### config.mk
export PLATFORM = sky130hd
export DESIGN_NAME = escaped_msg_framer
export DESIGN_NICKNAME = d
export VERILOG_FILES = /design/src/rtl/framer_pkg.sv /design/src/rtl/framer_unescape.sv /design/src/rtl/framer_rx_assemble.sv /design/src/rtl/framer_tx_encode.sv /design/src/rtl/escaped_msg_framer.sv
export SDC_FILE = /design/constraint.sdc
export NUM_CORES = 1
export LEC_CHECK = 0
export CORE_ASPECT_RATIO = 0.8
export CORE_UTILIZATION = 45
export CTS_BUF_LIST = sky130_fd_sc_hd__clkbuf_4 sky130_fd_sc_hd__clkbuf_8 sky130_fd_sc_hd__clkbuf_16
export CTS_CLUSTER_DIAMETER = 120
export CTS_CLUSTER_SIZE = 16
export DETAILED_ROUTE_END_ITERATION = 8
export GPL_ROUTABILITY_DRIVEN = 0
export SYNTH_ARGS = -nofsm -noshare
export SYNTH_HDL_FRONTEND = slang
export SYNTH_SLANG_ARGS = --single-unit
### constraint.sdc
create_clock -name clk -period 5.55 [get_ports clk]
set_clock_uncertainty 0.15 [all_clocks]
set_input_delay 0.555 -clock clk [delete_from_list [all_inputs] [get_ports clk]]
set_output_delay 0.555 -clock clk [all_outputs]
set_load 0.02 [all_outputs]
### src/rtl/framer_pkg.sv
package framer_pkg;

   localparam logic [7:0] END_DATA  = 8'hA0;
   localparam logic [7:0] END_CTRL  = 8'hA1;
   localparam logic [7:0] ESC_BYTE  = 8'hAA;
   localparam int         MARK_BIT  = 4;
   localparam logic [7:0] MARK_MASK = 8'(1) << MARK_BIT;

   typedef enum logic [1:0] {
      ERR_ESCAPE   = 2'd0,
      ERR_CHECKSUM = 2'd1,
      ERR_OVERLONG = 2'd2,
      ERR_SHORT    = 2'd3
   } err_code_t;

   // classified channel byte
   typedef struct packed {
      logic       term;       // raw byte is a terminator
      logic       term_ctrl;  // terminator closes a control message
      logic       esc_open;   // raw byte opens an escape
      logic       bad_esc;    // byte after escape lacks the marker bit
      logic [7:0] value;      // decoded payload value
   } sym_t;

   function automatic logic needs_escape(input logic [7:0] b);
      return (b == END_DATA) || (b == END_CTRL) || (b == ESC_BYTE);
   endfunction

endpackage

### src/rtl/framer_unescape.sv
module framer_unescape
   import framer_pkg::*;
(
   input  logic       clk,
   input  logic       rst_n,
   input  logic [7:0] raw,
   input  logic       take,
   output sym_t       sym
);

   logic esc_pend_q;

   always_comb begin
      sym.term      = (raw == END_DATA) || (raw == END_CTRL);
      sym.term_ctrl = (raw == END_CTRL);
      sym.esc_open  = !esc_pend_q && (raw == ESC_BYTE);
      sym.bad_esc   = esc_pend_q && !raw[MARK_BIT];
      sym.value     = esc_pend_q ? (raw & ~MARK_MASK) : raw;
   end

   always_ff @(posedge clk) begin
      if (!rst_n)
         esc_pend_q <= 1'b0;
      else if (take)
         esc_pend_q <= sym.esc_open;
   end

   AST_ESC_ONE_SHOT: assert property (@(posedge clk) disable iff (!rst_n)
      (esc_pend_q && take) |=> !esc_pend_q);

endmodule

### src/rtl/framer_rx_assemble.sv
module framer_rx_assemble
   import framer_pkg::*;
#(
   parameter int MAX_LEN  = 64,
   parameter int MIN_DATA = 4
)(
   input  logic       clk,
   input  logic       rst_n,
   input  sym_t       sym,
   input  logic       in_valid,
   output logic       in_ready,
   output logic       m_valid,
   input  logic       m_ready,
   output logic [7:0] m_data,
   output logic       m_last,
   output logic       m_ctrl,
   output logic       err,
   output logic [1:0] err_code
);

   localparam int AW = $clog2(MAX_LEN);
   localparam int CW = $clog2(MAX_LEN + 1);
   localparam logic [CW-1:0] LEN_LIM = CW'(MAX_LEN);
   localparam logic [CW-1:0] LEN_MIN = CW'(MIN_DATA);

   generate
      if (MAX_LEN < 4 || MAX_LEN > 256) begin : g_bad_len
         $error("MAX_LEN must lie in 4..256");
      end
      if (MIN_DATA < 2 || MIN_DATA > MAX_LEN) begin : g_bad_min
         $error("MIN_DATA must lie in 2..MAX_LEN");
      end
   endgenerate

   typedef enum logic [1:0] {ST_COLLECT, ST_DISCARD, ST_PLAY} st_t;

   st_t             st_q, st_d;
   logic [CW-1:0]   cnt_q, cnt_d;
   logic [CW-1:0]   plen_q, plen_d;
   logic [AW-1:0]   rd_q, rd_d;
   logic [7:0]      sum_q, sum_d;
   logic            ctrl_q, ctrl_d;
   logic            wr_en;
   logic            err_d, err_q;
   err_code_t       code_d, code_q;
   logic [7:0]      buf_q [MAX_LEN];
   logic            take;
   logic            at_last;

   assign in_ready = (st_q != ST_PLAY);
   assign take     = in_valid && in_ready;
   assign at_last  = (CW'(rd_q) + CW'(1)) == plen_q;

   always_comb begin
      st_d   = st_q;
      cnt_d  = cnt_q;
      sum_d  = sum_q;
      plen_d = plen_q;
      ctrl_d = ctrl_q;
      rd_d   = rd_q;
      wr_en  = 1'b0;
      err_d  = 1'b0;
      code_d = ERR_ESCAPE;
      case (st_q)
         ST_COLLECT: begin
            if (take) begin
               if (sym.bad_esc) begin
                  err_d  = 1'b1;
                  code_d = ERR_ESCAPE;
                  cnt_d  = '0;
                  sum_d  = '0;
                  st_d   = sym.term ? ST_COLLECT : ST_DISCARD;
               end else if (sym.term) begin
                  cnt_d = '0;
                  sum_d = '0;
                  rd_d  = '0;
                  if (sym.term_ctrl) begin
                     if (cnt_q == '0) begin
                        err_d  = 1'b1;
                        code_d = ERR_SHORT;
                     end else begin
                        st_d   = ST_PLAY;
                        plen_d = cnt_q;
                        ctrl_d = 1'b1;
                     end
                  end else if (cnt_q < LEN_MIN) begin
                     err_d  = 1'b1;
                     code_d = ERR_SHORT;
                  end else if (sum_q != 8'h00) begin
                     err_d  = 1'b1;
                     code_d = ERR_CHECKSUM;
                  end else begin
                     st_d   = ST_PLAY;
                     plen_d = cnt_q - CW'(1);
                     ctrl_d = 1'b0;
                  end
               end else if (sym.esc_open) begin
                  st_d = ST_COLLECT;
               end else if (cnt_q == LEN_LIM) begin
                  err_d  = 1'b1;
                  code_d = ERR_OVERLONG;
                  cnt_d  = '0;
                  sum_d  = '0;
                  st_d   = ST_DISCARD;
               end else begin
                  wr_en = 1'b1;
                  cnt_d = cnt_q + CW'(1);
                  sum_d = sum_q + sym.value;
               end
            end
         end
         ST_DISCARD: begin
            if (take && sym.term)
               st_d = ST_COLLECT;
         end
         ST_PLAY: begin
            if (m_ready) begin
               if (at_last) begin
                  st_d = ST_COLLECT;
                  rd_d = '0;
               end else begin
                  rd_d = rd_q + AW'(1);
               end
            end
         end
         default: st_d = ST_COLLECT;
      endcase
   end

   always_ff @(posedge clk) begin
      if (!rst_n) begin
         st_q   <= ST_COLLECT;
         cnt_q  <= '0;
         sum_q  <= '0;
         plen_q <= '0;
         ctrl_q <= 1'b0;
         rd_q   <= '0;
         err_q  <= 1'b0;
         code_q <= ERR_ESCAPE;
      end else begin
         st_q   <= st_d;
         cnt_q  <= cnt_d;
         sum_q  <= sum_d;
         plen_q <= plen_d;
         ctrl_q <= ctrl_d;
         rd_q   <= rd_d;
         err_q  <= err_d;
         code_q <= code_d;
      end
   end

   always_ff @(posedge clk) begin
      if (wr_en)
         buf_q[cnt_q[AW-1:0]] <= sym.value;
   end

   assign m_valid  = (st_q == ST_PLAY);
   assign m_data   = buf_q[rd_q];
   assign m_last   = m_valid && at_last;
   assign m_ctrl   = ctrl_q;
   assign err      = err_q;
   assign err_code = code_q;

   AST_PLAY_HOLD: assert property (@(posedge clk) disable iff (!rst_n)
      (m_valid && !m_ready) |=> (m_valid && $stable(m_data) && $stable(m_last)));
   AST_ERR_NO_OUT: assert property (@(posedge clk) disable iff (!rst_n)
      err |-> !m_valid);
   AST_COUNT_BOUND: assert property (@(posedge clk) disable iff (!rst_n)
      cnt_q <= LEN_LIM);
   AST_NO_EMPTY_PLAY: assert property (@(posedge clk) disable iff (!rst_n)
      m_valid |-> (plen_q != '0));

endmodule

### src/rtl/framer_tx_encode.sv
module framer_tx_encode
   import framer_pkg::*;
(
   input  logic       clk,
   input  logic       rst_n,
   input  logic       m_valid,
   output logic       m_ready,
   input  logic [7:0] m_data,
   input  logic       m_last,
   input  logic       m_ctrl,
   output logic       o_valid,
   input  logic       o_ready,
   output logic [7:0] o_data
);

   typedef enum logic [2:0] {T_IN, T_ESC, T_SUM, T_SUMESC, T_TERM} tst_t;

   tst_t       st_q;
   logic [7:0] hold_q;
   logic [7:0] sum_q;
   logic       last_q;
   logic       ctrl_q;
   logic [7:0] ck;

   assign ck = 8'h00 - sum_q;

   always_comb begin
      o_valid = 1'b1;
      o_data  = 8'h00;
      m_ready = 1'b0;
      case (st_q)
         T_IN: begin
            o_valid = m_valid;
            o_data  = needs_escape(m_data) ? ESC_BYTE : m_data;
            m_ready = o_ready;
         end
         T_ESC:    o_data = hold_q;
         T_SUM:    o_data = needs_escape(ck) ? ESC_BYTE : ck;
         T_SUMESC: o_data = ck | MARK_MASK;
         T_TERM:   o_data = ctrl_q ? END_CTRL : END_DATA;
         default:  o_valid = 1'b0;
      endcase
   end

   always_ff @(posedge clk) begin
      if (!rst_n) begin
         st_q   <= T_IN;
         hold_q <= '0;
         sum_q  <= '0;
         last_q <= 1'b0;
         ctrl_q <= 1'b0;
      end else begin
         case (st_q)
            T_IN: begin
               if (m_valid && o_ready) begin
                  sum_q  <= sum_q + m_data;
                  last_q <= m_last;
                  ctrl_q <= m_ctrl;
                  if (needs_escape(m_data)) begin
                     hold_q <= m_data | MARK_MASK;
                     st_q   <= T_ESC;
                  end else if (m_last) begin
                     st_q <= m_ctrl ? T_TERM : T_SUM;
                  end
               end
            end
            T_ESC: begin
               if (o_ready) begin
                  if (last_q) st_q <= ctrl_q ? T_TERM : T_SUM;
                  else        st_q <= T_IN;
               end
            end
            T_SUM: begin
               if (o_ready) st_q <= needs_escape(ck) ? T_SUMESC : T_TERM;
            end
            T_SUMESC: begin
               if (o_ready) st_q <= T_TERM;
            end
            T_TERM: begin
               if (o_ready) begin
                  st_q  <= T_IN;
                  sum_q <= '0;
               end
            end
            default: st_q <= T_IN;
         endcase
      end
   end

   AST_TX_HOLD: assert property (@(posedge clk) disable iff (!rst_n)
      (o_valid && !o_ready) |=> (o_valid && $stable(o_data)));
   AST_TX_MARK: assert property (@(posedge clk) disable iff (!rst_n)
      (o_valid && o_ready && o_data == ESC_BYTE) |=> (o_valid && o_data[MARK_BIT]));

endmodule

### src/rtl/escaped_msg_framer.sv
module escaped_msg_framer
   import framer_pkg::*;
#(
   parameter int MAX_LEN  = 64,
   parameter int MIN_DATA = 4
)(
   input  logic       clk,
   input  logic       rst_n,
   input  logic       rxw_valid,
   output logic       rxw_ready,
   input  logic [7:0] rxw_data,
   output logic       rxm_valid,
   input  logic       rxm_ready,
   output logic [7:0] rxm_data,
   output logic       rxm_last,
   output logic       rxm_ctrl,
   output logic       rx_err,
   output logic [1:0] rx_err_code,
   input  logic       txm_valid,
   output logic       txm_ready,
   input  logic [7:0] txm_data,
   input  logic       txm_last,
   input  logic       txm_ctrl,
   output logic       txw_valid,
   input  logic       txw_ready,
   output logic [7:0] txw_data
);

   sym_t rx_sym;

   framer_unescape u_unesc (
      .clk   (clk),
      .rst_n (rst_n),
      .raw   (rxw_data),
      .take  (rxw_valid && rxw_ready),
      .sym   (rx_sym)
   );

   framer_rx_assemble #(
      .MAX_LEN  (MAX_LEN),
      .MIN_DATA (MIN_DATA)
   ) u_asm (
      .clk      (clk),
      .rst_n    (rst_n),
      .sym      (rx_sym),
      .in_valid (rxw_valid),
      .in_ready (rxw_ready),
      .m_valid  (rxm_valid),
      .m_ready  (rxm_ready),
      .m_data   (rxm_data),
      .m_last   (rxm_last),
      .m_ctrl   (rxm_ctrl),
      .err      (rx_err),
      .err_code (rx_err_code)
   );

   framer_tx_encode u_enc (
      .clk     (clk),
      .rst_n   (rst_n),
      .m_valid (txm_valid),
      .m_ready (txm_ready),
      .m_data  (txm_data),
      .m_last  (txm_last),
      .m_ctrl  (txm_ctrl),
      .o_valid (txw_valid),
      .o_ready (txw_ready),
      .o_data  (txw_data)
   );

endmodule

* Word level (Yosys, flattened, before mapping)
Memories as Yosys holds them, arrays and structs flattened. A register that Yosys moved wholly into a read port is not among the register bits.
Cells that the tools add are included.
** Word-level totals
- Bits of input ports :: 24
- Output and inout port bits :: 25
- Memories kept :: 1
- Memory bits (writable) :: 512
- Flip-flop bits (word level) :: 56
- Word-level logic and storage cells :: 178
** Memory list
- u_asm.buf_q :: depth 64, width 8, rd ports 1, clocked after Yosys merged registers in 1, wr ports 1, RTL line framer_rx_assemble.sv:46 : logic [7:0] buf_q [MAX_LEN];
** Operators by class
- Multiplexer cells :: 83
- Magnitude comparators :: 1
- Reductions and logical operators :: 30
- Equality and inequality tests :: 38
- $add $sub $neg :: 7
- Bitwise logic cells :: 4
** Operators with widths (number)
- equality test 8 bit (second input constant) :: 9
- 2-to-1 mux 8 bit :: 8
- 2-to-1 mux 7 bit :: 8
- 2-to-1 mux 6 bit :: 7
- case mux 8 bit (5 select lines) :: 1
- 2-to-1 mux 2 bit :: 18
- 2-to-1 mux 3 bit :: 11
- 2-to-1 mux 1 bit :: 24
- inequality test 2 bit (second input constant) :: 11
- adder 8 bit :: 2
- case mux 8 bit (2 select lines) :: 1
- inequality test 5 bit (second input constant) :: 3
- case mux 3 bit (5 select lines) :: 1
- case mux 6 bit (2 select lines) :: 1
- AND reduction 3 bit :: 4
- inequality test 2 x 1 -> 1 bit (second input constant) :: 4
- AND reduction 8 bit :: 1
- nonzero test 8 bit :: 1
- OR reduction 4 bit :: 2
- subtractor 1 x 8 -> 8 bit (first input constant) :: 1
- adder 6 x 1 -> 7 bit (second input constant) :: 1
- adder 7 x 1 -> 7 bit (second input constant) :: 1
- equality test 7 bit :: 1
- equality test 7 bit (second input constant) :: 1
- 25 further kinds :: 41

* Depth between registers and ports, before layout
- Depth after elaboration :: 9
- Mapped depth :: 9
- Mapped depth without buffers :: 9

* Cells and area by module
Synthesis repeated with hierarchy kept, for this count alone.
** Unflattened totals
- Cells, all modules :: 1322
- Area total of the unflattened synthesis :: 23729.0 µm²
** By module, submodules not included
- framer_rx_assemble :: sequential area each 16175.5 µm², instances 1, area each 21889.7 µm², cells an instance 1093
- framer_tx_encode :: sequential area each 420.4 µm², instances 1, area each 1642.8 µm², cells an instance 207
- framer_unescape :: sequential area each 20.0 µm², instances 1, area each 190.2 µm², cells an instance 21
- escaped_msg_framer :: sequential area each 0.0 µm², instances 1, area each 6.3 µm², cells an instance 1

* Worst setup path after synthesis
OpenSTA, ideal clock, no wires.
- Kind :: input-to-reg
- From :: input rxw_data[4]
- To :: register u_asm.sum_q[7]
- Data required time :: 5.275 ns
- Stages :: 8
- Path slack :: 1.807 ns
- Path buffers :: 0
- Setup time :: 0.125 ns
- Data arrival time :: 3.468 ns
- Path through :: nor2b_1 -> ha_1 -> nand3_1 -> o2111ai_1 -> a21o_1 -> a21oi_1 -> o21bai_1 -> nand3_1
** Between the ends
- Word-level cells in the longest chain between the ends :: 6
- Elaborated cells on any way between the ends :: 15
- Classes of those cells :: add/sub: 1; eq/ne: 4; mux: 5; reduce/logical: 5
** Ends and longest elaborated chain
- start: declaration :: RTL line escaped_msg_framer.sv:11 : input logic [7:0] rxw_data,
- 2-to-1 mux 5 bit :: RTL line framer_unescape.sv:18 : sym.value = esc_pend_q ? (raw & ~MARK_MASK) : raw;
- adder 8 bit :: RTL line framer_rx_assemble.sv:108 : sum_d = sum_q + sym.value;
- 2-to-1 mux 8 bit :: RTL line framer_rx_assemble.sv:99 : end else if (cnt_q == LEN_LIM) begin
- 2-to-1 mux 8 bit :: RTL line framer_rx_assemble.sv:97 : end else if (sym.esc_open) begin
- 2-to-1 mux 8 bit :: RTL line framer_rx_assemble.sv:73 : end else if (sym.term) begin
- 2-to-1 mux 8 bit :: RTL line framer_rx_assemble.sv:67 : if (sym.bad_esc) begin
- end signal: assignment :: RTL line framer_rx_assemble.sv:143 : sum_q <= sum_d;
- end: declaration :: RTL line framer_rx_assemble.sv:41 : logic [7:0] sum_q, sum_d;
Parallel ways exist; a longest one is shown, timed or not. The select of a mux whose other input is x is not followed.
A chain may end at the register's enable or synchronous reset.

==> results.md <==
Logic synthesis:
- After synthesis the cells add up to 0.0236 mm².
- The commonest register cell after synthesis is sky130_fd_sc_hd__edfxtp_1.
- Synthesis produced a netlist with a net count of 1429.
- Summed over all instances, the cell type with the most area after synthesis is sky130_fd_sc_hd__edfxtp_1.
- The number of distinct library cell variants in the gate-level netlist after synthesis is 81.
- The share of synthesized registers carrying an async set or reset is 0%.
- Of the total synthesized cell area, the portion taken by full adders, half adders and majority gates is 1.28%.
- The synthesized netlist devotes 1.08% of its cell area to XOR and XNOR gates.
- The count of flip-flops with a built-in enable after synthesis is 512.
- Yosys printed 0 warnings.
- The instance count of the mapped netlist is 1382.
- Summed over its instances, the top area cell type makes up 65.1% of the synthesized netlist area.
- Of the total synthesized cell area, the portion taken by AND, OR, NAND and NOR gates is 7.44%.
- The commonest cells after synthesis are sky130_fd_sc_hd__edfxtp_1, sky130_fd_sc_hd__mux4_2, sky130_fd_sc_hd__nor2_1.
- Of the post-synthesis cell area, the part taken by muxes is 12.7%.
- The register bit count reported by yosys is 574.
- The average cell area after synthesis is 17.1 µm².
- By area the synthesized netlist is led by sky130_fd_sc_hd__edfxtp_1, sky130_fd_sc_hd__mux4_2, sky130_fd_sc_hd__dfxtp_1.
- The most used standard cell by instance count after synthesis is sky130_fd_sc_hd__edfxtp_1.
- The combinational family with the most area after synthesis is multiplexers.
- The synthesized-area fraction occupied by ao, oa, aoi and oai cells is 5.44%.
- The sequential area share after synthesis is 70.4%.

Pwr:
- In this run the static leakage power is 0.00804 µW.
- The internal cell power is 6280 µW.
- Across the VDD grid, the largest voltage drop is 0.174 mV.
- The fraction of power spent switching nets is 20.9%.
- The share of total power in the clock network is 35.8%.
- Dividing total power by cell area gives a power density of 305 mW/mm².
- The combinational fraction of design power is 4.5%.
- The share of total power dissipated in sequential elements is 59.8%.
- The switching power summed over all nets is 1660 µW.

Clock network:
- The CTS tree is built.
- The clock-pin transition on the worst setup and hold timing paths is 0.07 ns.
- The count of cells resized by post-cts repair is 0.
- The cell at the root of the clock tree is sky130_fd_sc_hd__clkbuf_16.
- The number of buffers inserted by post-CTS setup repair is 0.
- The clock net in this run drives a total of 574 sinks.
- The worst-skew pair later-pin latency is 0.57 ns.
- The clock passes through at most 3 buffers.
- In this run, CTS created clock tree buffers numbering 41.
- For this design, the CTS-stage hold fixing added 0 buffers.
- The number of H-tree branching levels is 2.

Routing:
- In the final routed layout, each cell accounts on average for 25.9 µm.
- The first detailed-routing pass took 5 iterations.
- The routed wire length is 55.0 mm.
- The residual DRC count is 0.
- The number of vias in the routed layout is 12800.
- After the first detailed-routing iteration, the DRC count stood at 1195.
- Using the TritonRoute via totals, the vias-per-cell ratio works out to 6.02.
- The detail route stage leaves a number of antenna-violating nets equal to 0.

Layout:
- From synthesis to final layout, the design area changed by 10.1%.
- The sequential cell area is 0.0166 mm².
- The final core area utilization is 50.6%.
- The area of the multi-input gates is 0.00662 mm².
- Excluding fillers, the count of instances in the completed layout stands at 2124.
- Cells with a size suffix above 1 make up 17.0% of the layout.
- For this run, the post-layout net count is 1472.
- Counting the fill cells in the layout gives 4264.

Timing:
- Setup repair after global routing left no endpoint under its margin.
- The maximum clock frequency is 0.222 GHz.
- The hold violation total from the final report is 0.
- The actual transition at the worst max-transition pin is 1.12 ns.
- Adding up every negative setup slack in the final design gives 0 ns.
- The worst pin sits at a relative slew slack of 24.5%.
- The setup slack after layout is 1.05 ns.
- The total setup violations reported at the end of the flow is 0.
- The share of the clock period used by the worst path is 81.2%.
- The shortest period the worst path allows is 4.50 ns.
- The final number of max-transition violations is 0.

Setup path:
- The critical path endpoint category is an output port.
- Data arrives at the worst endpoint at 3.80 ns.
- Walking the worst path, the cells encountered are nor2b_1 > a22oi_1 > nand3_1 > and4_1 > clkdlybuf4s50_1.
- The type of element launching the critical path is a flip-flop.
- The delay of the slowest cell on the worst path is 0.93 ns.
- Among all stages on the critical path, the largest delay is contributed by sky130_fd_sc_hd__nor2b_1.
- The register-to-register setup slack is 2.10 ns.
- Along the worst path, the maximum fanout reaches 13.
- The setup path with the least slack is of type reg2out.
- The worst endpoint required time is 4.85 ns.

Run:
- The total of max-cap violations is 0.

Global routing:
- After global routing the overflow that remains totals 0.
- The first global-routing pass estimated 81.9 mm of wire.
- The largest net degree at the start of global routing is 74.
- The number of antenna violations at the first check in global routing is 0.
- The number of global-route vias before repair was 12400.
- Global routing consumed, over all layers together, 20.9% of the routing resources.

Placement:
- Prior to clock tree synthesis, the placed netlist has a worst setup slack of 1.62 ns.
- Input and output buffers added on the ports amount to 48.
- The number of cells after detailed placement is 2065.
- The detailed placer's ending HPWL is 34.9 mm.

Floorplan:
- The area of the die is 0.0534 mm².
- The floorplan die width is 258 µm.
- The starting density of the core is 45.9%.
- In this run the count of I/O pins placed on the die edge is 49.
- The region available for standard cell placement spans 0.0514 mm².
- From bottom edge to top edge, the die measures 207 µm.
- The floorplan has 74 rows.

Worst hold path:
- The worst hold-check path type is reg2reg.

Run status:
- The run finished with clean final reports.
==> worst max-delay path, delay by kind of cell, from the launching register on <==
family / cells / cell delay [ns]
and+or+nand+nor: 3 / 1.47
DFF: 1 / 0.62
buffers and inverters: 1 / 0.63
AOI/OAI and AO/OA: 1 / 0.51
==> registers in the layout, indices dropped and copies added, names as in the netlist, named ones only <==
name / cells
u_asm.buf_q: 512
u_asm.plen_q: 7
u_asm.cnt_q: 7
u_enc.st_q: 3
u_enc.hold_q: 8
u_enc.ctrl_q: 1
u_asm.rd_q: 6
u_asm.err: 1
u_enc.last_q: 1
u_asm.st_q: 2
u_enc.sum_q: 8
u_asm.sum_q: 8
u_asm.m_ctrl: 1
u_unesc.esc_pend_q: 1
u_asm.err_code: 2
==> power groups by stage <==
stage               Clock (µW)  Combinational, µW  Sequential [µW]
detailed placement           0                357             4840
CTS                       2880                358             4740
finish                    2840                357             4740
floorplan                    0                192             4830
global route              3010                391             4740
global placement             0                350             4840
==> placed cells by master (no fill, tap or decap), types with 15 or more instances in the layout <==
cell                              instances
sky130_fd_sc_hd__edfxtp_1               512
sky130_fd_sc_hd__mux4_2                 128
sky130_fd_sc_hd__nor2_1                 124
sky130_fd_sc_hd__a22oi_1                 63
sky130_fd_sc_hd__dfxtp_1                 60
sky130_fd_sc_hd__nand2_1                 56
sky130_fd_sc_hd__nand3_1                 49
sky130_fd_sc_hd__clkbuf_16               41
sky130_fd_sc_hd__clkdlybuf4s50_1         41
sky130_fd_sc_hd__a21oi_1                 28
sky130_fd_sc_hd__o21ai_0                 25
sky130_fd_sc_hd__ha_1                    21
sky130_fd_sc_hd__inv_1                   18
sky130_fd_sc_hd__xnor2_1                 17
sky130_fd_sc_hd__buf_4                   16
sky130_fd_sc_hd__nor2b_1                 15
sky130_fd_sc_hd__clkbuf_4                15
==> area by class of cell <==
class,instances,area share (%)
sequential,574,63.9
multi-input combinational,719,25.5
clock buffer,57,4.43
tap,684,3.29
timing repair buffer,70,2.60
inverter,19,0.274
antenna,1,0.00962
==> routing by layer <==
| layer | track usage [%] | up-vias | share of wire (%) |
|---|---|---|---|
| li1 | - | 5607 | - |
| met1 | 33.0 | 6693 | 47 |
| met2 | 30.6 | 411 | 44 |
| met3 | 3.00 | 71 | 6.4 |
| met4 | 5.16 | 0 | 1.9 |
| met5 | 0 | - | 0 |
==> kinds of logic after synthesis <==
| kind of cell | Yosys count |
|---|---|
| AOI/OAI and AO/OA | 186 |
| xor gates and xnor gates | 29 |
| adders and majority gates | 23 |
| buffers and inverters | 89 |
| DFF | 574 |
| muxes | 140 |
| and+or+nand+nor | 341 |
==> final timing paths <==
check | end | depth (start not counted) | startpoint
setup / recovery | rxm_data[0] | 5 | flip-flop
setup reg to reg | u_asm.buf_q[28][0] | 7 | u_asm.cnt_q[3]
hold / removal | u_enc.hold_q[4] | 2 | u_enc.hold_q[4]
hold reg to reg | u_enc.hold_q[4] | 2 | u_enc.hold_q[4]
==> metrics by stage <==
stage / area (µm²) / total power, µW / hold slack, ns
floorplan: 23600 / 5020 / 0.282
global placement: 24800 / 5190 / 0.298
detailed placement: 24800 / 5200 / 0.304
CTS: 26000 / 7980 / 0.317
global route: 26000 / 8140 / 0.332
finish: 26000 / 7940 / 0.321
Power figures use the tool's default switching activity.
